--- src/rtl/ce_pkg.sv ---
// Package: register select codes and field positions shared by the
// correctable-error logger and its checker.
package ce_pkg;
    typedef enum logic [2:0] {
        SEL_LOG  = 3'd0,
        SEL_CNT  = 3'd1,
        SEL_THR  = 3'd2,
        SEL_STAT = 3'd3,
        SEL_IEN  = 3'd4
    } sel_e;

    // status bit position inside the status register
    localparam int STAT_CE_BIT = 3;
    // write value that removes the head of the address queue
    localparam int POP_CODE    = 1;
endpackage

--- src/rtl/ce_addr_fifo.sv ---
// Module: ce_addr_fifo
// Shift-style address queue of DEPTH entries; slot 0 is the head.
// Assumes: pop is applied before push in the same cycle, so a full queue
// accepts a push that coincides with a pop. Pops on an empty queue and
// pushes on a full queue (without pop) are ignored.
module ce_addr_fifo #(
    parameter int ADDR_W = 29,
    parameter int DEPTH  = 2
) (
    input  logic                     clk,
    input  logic                     rst_n,
    input  logic                     push_i,
    input  logic [ADDR_W-1:0]        addr_i,
    input  logic                     pop_i,
    output logic [ADDR_W-1:0]        head_o,
    output logic [$clog2(DEPTH+1)-1:0] level_o
);
    localparam int LVL_W = $clog2(DEPTH + 1);

    logic [ADDR_W-1:0] slot_q [DEPTH];
    logic [LVL_W-1:0]  level_q;
    logic [LVL_W-1:0]  level_after_pop;
    logic              pop_ok;
    logic              push_ok;

    // Qualify requests against the current fill level.
    always_comb begin
        pop_ok          = pop_i && (level_q != '0);
        level_after_pop = level_q - LVL_W'(pop_ok);
        push_ok         = push_i && (level_after_pop < LVL_W'(DEPTH));
    end

    // Fill level tracking.
    always_ff @(posedge clk) begin
        if (!rst_n) begin
            level_q <= '0;
        end else begin
            level_q <= level_after_pop + LVL_W'(push_ok);
        end
    end

    // One storage slot per entry: shift on pop, write at the free position.
    for (genvar i = 0; i < DEPTH; i++) begin : g_slot
        always_ff @(posedge clk) begin
            if (!rst_n) begin
                slot_q[i] <= '0;
            end else if (push_ok && (level_after_pop == LVL_W'(i))) begin
                slot_q[i] <= addr_i;
            end else if (pop_ok) begin
                if (i < DEPTH - 1) begin
                    slot_q[i] <= slot_q[(i < DEPTH - 1) ? i + 1 : i];
                end
            end
        end
    end

    // Head view reads zero when empty.
    always_comb begin
        head_o  = (level_q != '0) ? slot_q[0] : '0;
        level_o = level_q;
    end
endmodule

--- src/rtl/ce_err_counter.sv ---
// Module: ce_err_counter
// Saturating event counter with a one-shot threshold comparator.
// Assumes: clear has priority over an increment in the same cycle; the
// comparator is armed after reset and after each clear, and disarms after
// it fires once.
module ce_err_counter #(
    parameter int CNT_W = 8
) (
    input  logic             clk,
    input  logic             rst_n,
    input  logic             inc_i,
    input  logic             clr_i,
    input  logic [CNT_W-1:0] thr_i,
    output logic [CNT_W-1:0] count_o,
    output logic             fire_o
);
    localparam logic [CNT_W-1:0] CNT_MAX = '1;

    logic [CNT_W-1:0] count_q;
    logic [CNT_W-1:0] count_inc;
    logic             armed_q;

    // Saturating next value and threshold crossing detection.
    always_comb begin
        count_inc = (count_q == CNT_MAX) ? CNT_MAX : count_q + 1'b1;
        fire_o    = inc_i && !clr_i && armed_q && (count_inc >= thr_i);
    end

    // Counter register: clear wins, else increment on an event.
    always_ff @(posedge clk) begin
        if (!rst_n) begin
            count_q <= '0;
        end else if (clr_i) begin
            count_q <= '0;
        end else if (inc_i) begin
            count_q <= count_inc;
        end
    end

    // Arm flag: re-armed by clear, dropped by a firing.
    always_ff @(posedge clk) begin
        if (!rst_n) begin
            armed_q <= 1'b1;
        end else if (clr_i) begin
            armed_q <= 1'b1;
        end else if (fire_o) begin
            armed_q <= 1'b0;
        end
    end

    assign count_o = count_q;
endmodule

--- src/rtl/ce_sw_regs.sv ---
// Module: ce_sw_regs
// Software register decode: pop and clear strobes, threshold and enable
// storage, the sticky status bit and the read multiplexer.
// Assumes: a threshold firing has priority over a write-1-to-clear.
module ce_sw_regs #(
    parameter int ADDR_W  = 29,
    parameter int CNT_W   = 8,
    parameter int DATA_W  = 32,
    parameter int THR_RST = 1
) (
    input  logic              clk,
    input  logic              rst_n,
    input  logic              wr_i,
    input  logic [2:0]        sel_i,
    input  logic [DATA_W-1:0] wdata_i,
    input  logic [ADDR_W-1:0] head_i,
    input  logic [CNT_W-1:0]  count_i,
    input  logic              fire_i,
    output logic [DATA_W-1:0] rdata_o,
    output logic              pop_o,
    output logic              clr_o,
    output logic [CNT_W-1:0]  thr_o,
    output logic              status_o,
    output logic              irq_o
);
    import ce_pkg::*;

    logic [CNT_W-1:0] thr_q;
    logic             ien_q;
    logic             stat_q;
    logic             wr_thr;
    logic             wr_ien;
    logic             wr_stat_clr;

    // Decode write strobes per register.
    always_comb begin
        pop_o       = wr_i && (sel_i == SEL_LOG) && (wdata_i == DATA_W'(POP_CODE));
        clr_o       = wr_i && (sel_i == SEL_CNT);
        wr_thr      = wr_i && (sel_i == SEL_THR);
        wr_ien      = wr_i && (sel_i == SEL_IEN);
        wr_stat_clr = wr_i && (sel_i == SEL_STAT) && wdata_i[STAT_CE_BIT];
    end

    // Threshold and enable storage.
    always_ff @(posedge clk) begin
        if (!rst_n) begin
            thr_q <= CNT_W'(THR_RST);
            ien_q <= 1'b0;
        end else begin
            if (wr_thr) thr_q <= wdata_i[CNT_W-1:0];
            if (wr_ien) ien_q <= wdata_i[0];
        end
    end

    // Sticky status bit: set by a firing, cleared by write-1.
    always_ff @(posedge clk) begin
        if (!rst_n) begin
            stat_q <= 1'b0;
        end else if (fire_i) begin
            stat_q <= 1'b1;
        end else if (wr_stat_clr) begin
            stat_q <= 1'b0;
        end
    end

    // Read multiplexer for the current select.
    always_comb begin
        rdata_o = '0;
        case (sel_i)
            SEL_LOG:  rdata_o = DATA_W'(head_i);
            SEL_CNT:  rdata_o = DATA_W'(count_i);
            SEL_THR:  rdata_o = DATA_W'(thr_q);
            SEL_STAT: rdata_o[STAT_CE_BIT] = stat_q;
            SEL_IEN:  rdata_o[0] = ien_q;
            default:  rdata_o = '0;
        endcase
    end

    assign thr_o    = thr_q;
    assign status_o = stat_q;
    assign irq_o    = stat_q & ien_q;
endmodule

--- src/rtl/ce_err_logger.sv ---
// Module: ce_err_logger (top)
// Logs correctable ECC event addresses in a small queue, counts events and
// raises a one-shot threshold status and interrupt.
// Assumes: err_valid is a one-cycle strobe per event; escalated multi-word
// single-bit errors arrive on the same input and are treated alike.
module ce_err_logger #(
    parameter int ADDR_W  = 29,
    parameter int CNT_W   = 8,
    parameter int DATA_W  = 32,
    parameter int DEPTH   = 2,
    parameter int THR_RST = 1
) (
    input  logic              clk,
    input  logic              rst_n,
    input  logic              err_valid,
    input  logic [ADDR_W-1:0] err_addr,
    input  logic              sw_wr,
    input  logic [2:0]        sw_sel,
    input  logic [DATA_W-1:0] sw_wdata,
    output logic [DATA_W-1:0] sw_rdata,
    output logic [ADDR_W-1:0] log_head,
    output logic [CNT_W-1:0]  err_count,
    output logic              status_raw,
    output logic              irq
);
    localparam int LVL_W = $clog2(DEPTH + 1);

    logic             pop;
    logic             clr;
    logic             fire;
    logic [CNT_W-1:0] thr;
    logic [LVL_W-1:0] fifo_level;

    ce_addr_fifo #(.ADDR_W(ADDR_W), .DEPTH(DEPTH)) u_fifo (
        .clk     (clk),
        .rst_n   (rst_n),
        .push_i  (err_valid),
        .addr_i  (err_addr),
        .pop_i   (pop),
        .head_o  (log_head),
        .level_o (fifo_level)
    );

    ce_err_counter #(.CNT_W(CNT_W)) u_cnt (
        .clk     (clk),
        .rst_n   (rst_n),
        .inc_i   (err_valid),
        .clr_i   (clr),
        .thr_i   (thr),
        .count_o (err_count),
        .fire_o  (fire)
    );

    ce_sw_regs #(.ADDR_W(ADDR_W), .CNT_W(CNT_W), .DATA_W(DATA_W), .THR_RST(THR_RST)) u_regs (
        .clk      (clk),
        .rst_n    (rst_n),
        .wr_i     (sw_wr),
        .sel_i    (sw_sel),
        .wdata_i  (sw_wdata),
        .head_i   (log_head),
        .count_i  (err_count),
        .fire_i   (fire),
        .rdata_o  (sw_rdata),
        .pop_o    (pop),
        .clr_o    (clr),
        .thr_o    (thr),
        .status_o (status_raw),
        .irq_o    (irq)
    );
endmodule

--- config.mk ---
export PLATFORM = sky130hd
export DESIGN_NAME = ce_err_logger
export DESIGN_NICKNAME = d
export VERILOG_FILES = /design/src/rtl/ce_pkg.sv /design/src/rtl/ce_addr_fifo.sv /design/src/rtl/ce_err_counter.sv /design/src/rtl/ce_sw_regs.sv /design/src/rtl/ce_err_logger.sv
export SDC_FILE = /design/constraint.sdc
export NUM_CORES = 1
export LEC_CHECK = 0
export BUFFER_PORTS_ARGS = -buffer_cell sky130_fd_sc_hd__buf_2
export CORE_MARGIN = 5
export CORE_UTILIZATION = 47
export CTS_BUF_LIST = sky130_fd_sc_hd__clkbuf_4 sky130_fd_sc_hd__clkbuf_8
export CTS_CLUSTER_SIZE = 20
export DETAILED_ROUTE_END_ITERATION = 10
export PLACE_DENSITY_LB_ADDON = 0.3
export SLEW_MARGIN = 20
export SYNTH_ARGS = -nofsm -noshare
export SYNTH_HDL_FRONTEND = slang
export SYNTH_SLANG_ARGS = --single-unit
--- constraint.sdc ---
create_clock -name clk -period 4.2 [get_ports clk]
set_input_delay 0.84 -clock clk [delete_from_list [all_inputs] [get_ports clk]]
set_output_delay 0.84 -clock clk [all_outputs]
set_load 0.02 [all_outputs]
* After elaboration in Yosys (flattened, before gate mapping)
Memories as Yosys holds them, arrays and structs flattened.
Index checks and enable logic that the tools add are counted.
Widths: inputs -> output; s select.
** Word-level totals
- RAM bits :: 58
- Bits in registers :: 21
- Memories kept :: 1
- Output and inout port bits :: 71
- Word-level logic and storage cells :: 66
** Operators by class
- Reductions and logical operators :: 20
- Bitwise logic cells :: 5
- Mux-type cells :: 22
- Add/sub/neg operators :: 3
- Magnitude comparators :: 2
- Equal/unequal tests :: 7
** Memory list
- u_fifo.slot_q :: depth 2, bits a word 29, rd ports 2, clocked after Yosys merged registers in 0, write ports 2, RTL line ce_addr_fifo.sv:20 : logic [ADDR_W-1:0] slot_q [DEPTH];
** Operators with widths (number)
- $mux 29 :: 4
- $pmux 25 s3 :: 1
- $eq 32x1->1 const B :: 1
- $logic_and 1x1->1 :: 14
- $mux 1 :: 13
- $add 8x1->8 const B :: 1
- $eq 8x8->1 const B :: 1
- $ge 8x8->1 :: 1
- $mux 8 :: 1
- $pmux 1 s4 :: 2
- $eq 3x2->1 const B :: 2
- $pmux 2 s3 :: 1
- $reduce_bool 2->1 :: 2
- $eq 3x1->1 const B :: 1
- $eq 3x3->1 const B :: 1
- $logic_not 3->1 :: 1
- $or 1x1->1 :: 3
- $add 2x1->2 :: 1
- $eq 2x1->1 const B :: 1
- $logic_not 2->1 :: 1
- $lt 2x2->1 const B :: 1
- $reduce_or 2->1 :: 1
- $sub 2x1->2 :: 1
- $and 1x1->1 :: 1
- other kinds (2) :: 2

* Logic depth before layout (Yosys ltp)
Gate-level depths: netlist (run 1).
- Word-level depth :: 13
- Mapped depth :: 12

* Modules after synthesis
A second synthesis (run 1) with hierarchy kept.
** Unflattened totals
- Cells, all modules :: 390
- Area, all modules :: 4305.4 sq um
** By module, submodules not included
- ce_addr_fifo :: seq. area each 1781.7 sq um, area an instance 2632.5 sq um, cells an instance 182, times used 1
- ce_sw_regs :: seq. area each 200.2 sq um, area an instance 914.6 sq um, cells an instance 113, times used 1
- ce_err_counter :: seq. area each 180.2 sq um, area an instance 758.2 sq um, cells an instance 95, times used 1

* Worst setup path before layout (run 1)
OpenSTA, ideal clock, no wires.
- Path kind :: input -> register
- From :: in sw_wdata[26]
- To :: mem u_fifo.slot_q[1][0], enable pin
- Setup time :: 0.455 ns
- Cell stages on the path :: 8
- Path buffers :: 0
- Arrival time :: 4.114 ns
- Setup slack :: -0.369 ns
- Cell sequence :: nor4_1 nand4_1 or2_1 nor2_1 ha_1 xnor2_2 nand2_1 o21ai_0
** RTL lines
- start, declared :: RTL line ce_err_logger.sv:19 : input logic [DATA_W-1:0] sw_wdata,
- end, declared :: RTL line ce_addr_fifo.sv:20

==> reports/metrics.cfg, run 1 <==
[run_status]
status=completed

[power]
cellPowerDensity_mw_per_mm2=349.5
p_leak_uw=0.002299
vdd_drop_max_mv=0.3550

[cts]
ctsHoldBuffers=0
postCtsSetupRepairBufs=0
cts_made_buffers=9
cts_tree=yes
clkSinkCount=79
cts_root_buf=clkbuf_8
cts_resized=0
htreeDepth=3
clockBufferDepth=2
clk_pin_slew_ns=0.09
clkLatencyLatePin_ns=0.35

[logic_synthesis]
synth_area_sq_mm=0.004161
synth_seq_area_share_pct=51.95
ys_ff_latch=79
synth_ff_type=edfxtp_1
syn_inst=388
synth-edff-count=58
async_flop_share_pct=0
yosys_warnings=0
avgSynthCellArea_sq_um=10.73
ys_types=47

[final_layout]
n_fill_cell=758
final_cell_mix=buf_2 (135), edfxtp_1 (58), and2_1 (56)
layout_commonest_cell=buf_2
drive_gt1_share_pct=31.91
nNetsFinal=591
n_antenna_cell=0
final_cells=625
area_growth_pct=22.64

[setup_path]
worstSetupStartpointType=register
r2r_start=u_fifo.level_o[1]
critPathLaunch=u_fifo.level_o[1]
crit_fanout=24
timing.rr.end=u_fifo.slot_q[0][26]
crit_path_end_kind=register
crit_end=u_fifo.slot_q[0][26]
r2r_slack_ns=0.81
cp.arrival_ns=3.45
path_class=reg -> reg
worstRegToRegCells=9
required_ns=4.26

[hold_path]
holdCritPathClass=reg -> reg

[global_routing]
grt_pass1_wl_um=16280
grtUsageTotal_pct=18.36
grt_pass1_vias=3304
antenna_found_initial=0
grt_remaining_overflow=0
grt_start_max_net_pins=30

[floorplan]
rows=34
die_y_um=104.1
core_sq_mm=0.008678
initial_core_util_pct=47.95
die_width_um=104.1
die_area_sq_mm=0.01084
num_io_pins=139

[detailed_routing]
wl_met3_um=786
routedWlPerCell_um=15.91
vias=3370
wl_met1_um=4028
antenna_left=0
wl_met2_um=4911
route.detailed.drc=0
drtIter0Drc=163
routed_wl_um=9941
maxUsedRoutingLayer=met4
dr.pass1.iters=5
vias_per_cell=5.392

[timing]
rsz0062_at_grt=false
slew_viol_final=0
fin_worst_skew_ns=0.01045
worst_pin_slew_ns=0.9618
fmax_ghz=0.2951
fin_setup_tns_ns=0
slew_headroom_pct=35.84
finalCritPeriodShare_pct=80.67
hold_viol=0
setup_viol=0
fin_crit_ns=3.388

[placed_design]
dp.cells=609
dp_hpwl_um=7630
place_congestion=0.8738
port_buffers=135

[job]
cap_viol_max_count=0

routing by layer:
| layer | vias up | GRT usage (%) |
|---|---|---|
| met2 | 134 | 30.97 |
| met1 | 1565 | 22.48 |
| met5 | - | 0 |
| met4 | 0 | 5.920 |
| li1 | 1650 | - |
| met3 | 21 | 5.525 |
power by group:
group	switching [uW]	total, uW	internal [uW]	leakage [uW]
Sequential	25.4	934	909	0.000788
Combinational	186	307	121	0.00142
Clock	311	543	232	0.0000959
cell type report:
| cell class | instances | area [sq um] | share of cell area, % |
|---|---|---|---|
| tap | 108 | 135.1 | 2.648 |
| multi-input combinational | 269 | 1838 | 36.01 |
| sequential | 79 | 2162 | 42.36 |
| inverter | 13 | 48.80 | 0.9561 |
| clock buffer | 9 | 123.9 | 2.427 |
| clock inverter | 7 | 70.07 | 1.373 |
| timing repair buffer | 140 | 725.7 | 14.22 |
cell families (layout without fill, tap and decap cells):
family	count (synthesis)	in the layout	synth area share (%)
adder cells (fa/ha/maj)	11	11	3.307
other	1	3	0.09011
multiplexers	10	10	2.736
XOR/XNOR	6	6	1.443
flip-flops	79	79	51.95
buffers and inverters	42	169	4.630
AO/OA/AOI/OAI	74	74	13.62
AND/OR/NAND/NOR	165	165	22.22
synthesized netlist by cell type, types with 2 or more instances:
master | instances | share of area (%)
edfxtp_1 | 58 | 42
and2_1 | 56 | 8.4
a22o_1 | 29 | 6.1
nand2_1 | 29 | 2.6
nor2b_1 | 25 | 3.8
dfxtp_1 | 21 | 10
nor2_1 | 19 | 1.7
a21oi_1 | 15 | 1.8
clkbuf_1 | 14 | 1.3
inv_1 | 13 | 1.2
ha_1 | 11 | 3.3
buf_2 | 10 | 1.2
mux2i_1 | 8 | 1.9
and3_1 | 7 | 1.1
nor4_1 | 7 | 1.1
a2bb2oi_1 | 6 | 1.3
nand3_1 | 6 | 0.72
o21a_1 | 6 | 1.1
buf_4 | 4 | 0.72
xnor2_1 | 4 | 0.84
a211oi_1 | 3 | 0.54
a311oi_1 | 3 | 0.63
and4_1 | 3 | 0.63
nand4_1 | 3 | 0.45
or3_1 | 3 | 0.45
nor3_1 | 2 | 0.24
o21ai_0 | 2 | 0.24
or2_1 | 2 | 0.30
registers in the layout, summed over array words and instances, names as in the netlist:
register and cells:
u_cnt.armed_q 1, u_cnt.count_o 8, u_fifo.level_o 2, u_fifo.slot_q 58, u_regs.ien_q 1, u_regs.status_o 1, u_regs.thr_o 8
critical path, stage by stage (launching register included):
cell and delay (ns):
dfxtp_1 0.51, or2_1 0.57, nand3_1 0.28, or2_1 0.31, nor2_1 0.10, ha_1 0.20, xnor2_2 0.16, a31o_2 0.23
o21bai_2 0.40, buf_4 0.32
metrics by stage:
| stage | hold WS (ns) | cell area (sq um) | util (%) | setup slack (ns) | power, uW |
|---|---|---|---|---|---|
| 6_report | 0.4837 | 5104 | 58.81 | 0.8119 | 1784 |
| 5_1_grt | 0.5003 | 5104 | 58.81 | 0.5013 | 1873 |
| 4_1_cts | 0.4825 | 5104 | 58.81 | 0.7485 | 1799 |
| 3_5_place_dp | 0.4706 | 4910 | 56.57 | 0.6027 | 1262 |
| 3_3_place_gp | 0.4709 | 4910 | 56.57 | 0.7052 | 1251 |
| 2_1_floorplan | 0.4461 | 4169 | - | 0.4135 | 1144 |
worst min-delay path by stage:
stage	start	endpoint	cells after the start	slack, ns
after CTS	u_regs.thr_o[5]	u_regs.thr_o[5]	2	0.48
after floorplan	u_regs.thr_o[3]	u_regs.thr_o[3]	2	0.45
after detailed placement	u_regs.thr_o[5]	u_regs.thr_o[5]	2	0.47
after global placement	u_regs.thr_o[3]	u_regs.thr_o[3]	2	0.47
final	u_regs.thr_o[5]	u_regs.thr_o[5]	2	0.48
after global routing	u_regs.thr_o[4]	u_regs.thr_o[4]	2	0.50
Power figures use the tool's default switching activity.
==> run 2: changes to the inputs <==
- CORE_UTILIZATION: 47 -> 52
- clock period: 4.2 -> 3.2 ns (I/O delays scaled with it)
==> reports/metrics.cfg, run 2 (synthesized netlist as in run 1, its figures left out) <==
[timing]
holdWs_ns=0.4756
fin_crit_ns=2.838
rsz0062_at_grt=false
finalCritPeriodShare_pct=88.68
hold_viol=0
fin_worst_skew_ns=0.01047
worst_pin_slew_ns=0.7898
fmax_ghz=0.3524
slew_viol_final=0
setup_viol=0
slew_headroom_pct=47.35

[cts]
cts_made_buffers=9
cts_resized=0
clockBufferDepth=2
ctsHoldBuffers=0
postCtsSetupRepairBufs=0
cts_root_buf=clkbuf_8
clk_pin_slew_ns=0.10
htreeDepth=3
cts_tree=yes
clkLatencyLatePin_ns=0.36
clkSinkCount=79

[detailed_routing]
vias=3442
wl_met3_um=693
antenna_left=0
vias_per_cell=5.429
drtIter0Drc=131
maxUsedRoutingLayer=met4
routed_wl_um=10220
route.detailed.drc=0
wl_met1_um=4065
wl_met2_um=5280
routedWlPerCell_um=16.11
dr.pass1.iters=4

[hold_path]
holdCritPathClass=reg -> reg

[placed_design]
dpl_cell_area_sq_mm=0.005040
place_congestion=0.8515
port_buffers=135
dp_hpwl_um=7603
dp.cells=618

[power]
switching_power_uw=688.7
cellPowerDensity_mw_per_mm2=476.1
power.total_uw=2510
combPwrFrac_pct=17.4
sequentialPowerShare_pct=48.6
p_int_uw=1821
vdd_drop_max_mv=0.3220
clkPwrFrac_pct=33.9
p_leak_uw=0.002399
netSwitchingFraction_pct=27.44

[global_routing]
grt_remaining_overflow=0
grt_pass1_wl_um=16430
grt_start_max_net_pins=30
grt_pass1_vias=3432
grtUsageTotal_pct=21.03
antenna_found_initial=0

[setup_path]
crit_fanout=11
worstSetupStartpointType=register
crit_path_end_kind=register
required_ns=3.46
cp.arrival_ns=3.10
path_class=reg -> reg

[final_layout]
largest_register=u_fifo.slot_q
area_growth_pct=26.67
final_cell_mix=buf_2 (135), edfxtp_1 (58), and2_1 (56)
drive_gt1_share_pct=33.83
nNetsFinal=606
layout_commonest_cell=buf_2
largest_register_ffs=58
design_area_sq_mm=0.005271
fin_util_pct=67.86
n_antenna_cell=0
final_cells=634

[floorplan]
rows=32
num_io_pins=139
initial_core_util_pct=53.58
die_area_sq_mm=0.009892
die_y_um=99.46
core_sq_mm=0.007767
die_width_um=99.46

[job]
cap_viol_max_count=0

[run_status]
status=completed

run 2: layout make-up:
class / count / area [sq um]
Fill cell: 618 / 2496
Sequential cell: 79 / 2162
Multi-Input combinational cell: 269 / 1843
Timing Repair Buffer: 155 / 863.3
Tap cell: 102 / 127.6
Clock buffer: 9 / 123.9
Clock inverter: 7 / 102.6
Inverter: 13 / 48.80
run 2: power by group through the flow:
stage	sequential, uW	clock, uW	combinational, uW
floorplan	1240	0	260
finish	1220	852	437
global placement	1240	0	425
global route	1230	902	474
detailed placement	1240	0	436
CTS	1220	859	438
run 2: worst paths after layout:
path / cells after the start / from / slack (ns) / to
min reg2reg: 2 / u_regs.thr_o[4] / 0.48 / u_regs.thr_o[4]
max reg2reg: 9 / u_cnt.count_o[0] / 0.36 / u_regs.status_o
max: 9 / u_cnt.count_o[0] / 0.36 / u_regs.status_o
min: 2 / u_regs.thr_o[4] / 0.48 / u_regs.thr_o[4]
run 2: critical path: stages (launching register included):
cell and delay (ns):
dfxtp_1 0.46, ha_1 0.29, nand3_1 0.15, or3_1 0.56, nand2_1 0.13, ha_1 0.25, a211o_1 0.29, a31oi_1 0.17
o221ai_1 0.18, a32o_1 0.24
run 2: layer usage:
layer  GRT usage (%)  vias up
li1                -     1671
met1           25.20     1638
met2           36.62      117
met3           4.558       16
met4           8.613        0
met5               0        -
run 2: stage by stage:
| stage | setup TNS, ns | setup WS [ns] |
|---|---|---|
| after global routing | 0 | 0.1761 |
| final | 0 | 0.3622 |
| after floorplan | 0 | 0.09490 |
| after detailed placement | -1.920 | -0.1044 |
| after CTS | 0 | 0.2603 |
| after global placement | 0 | 0.02701 |
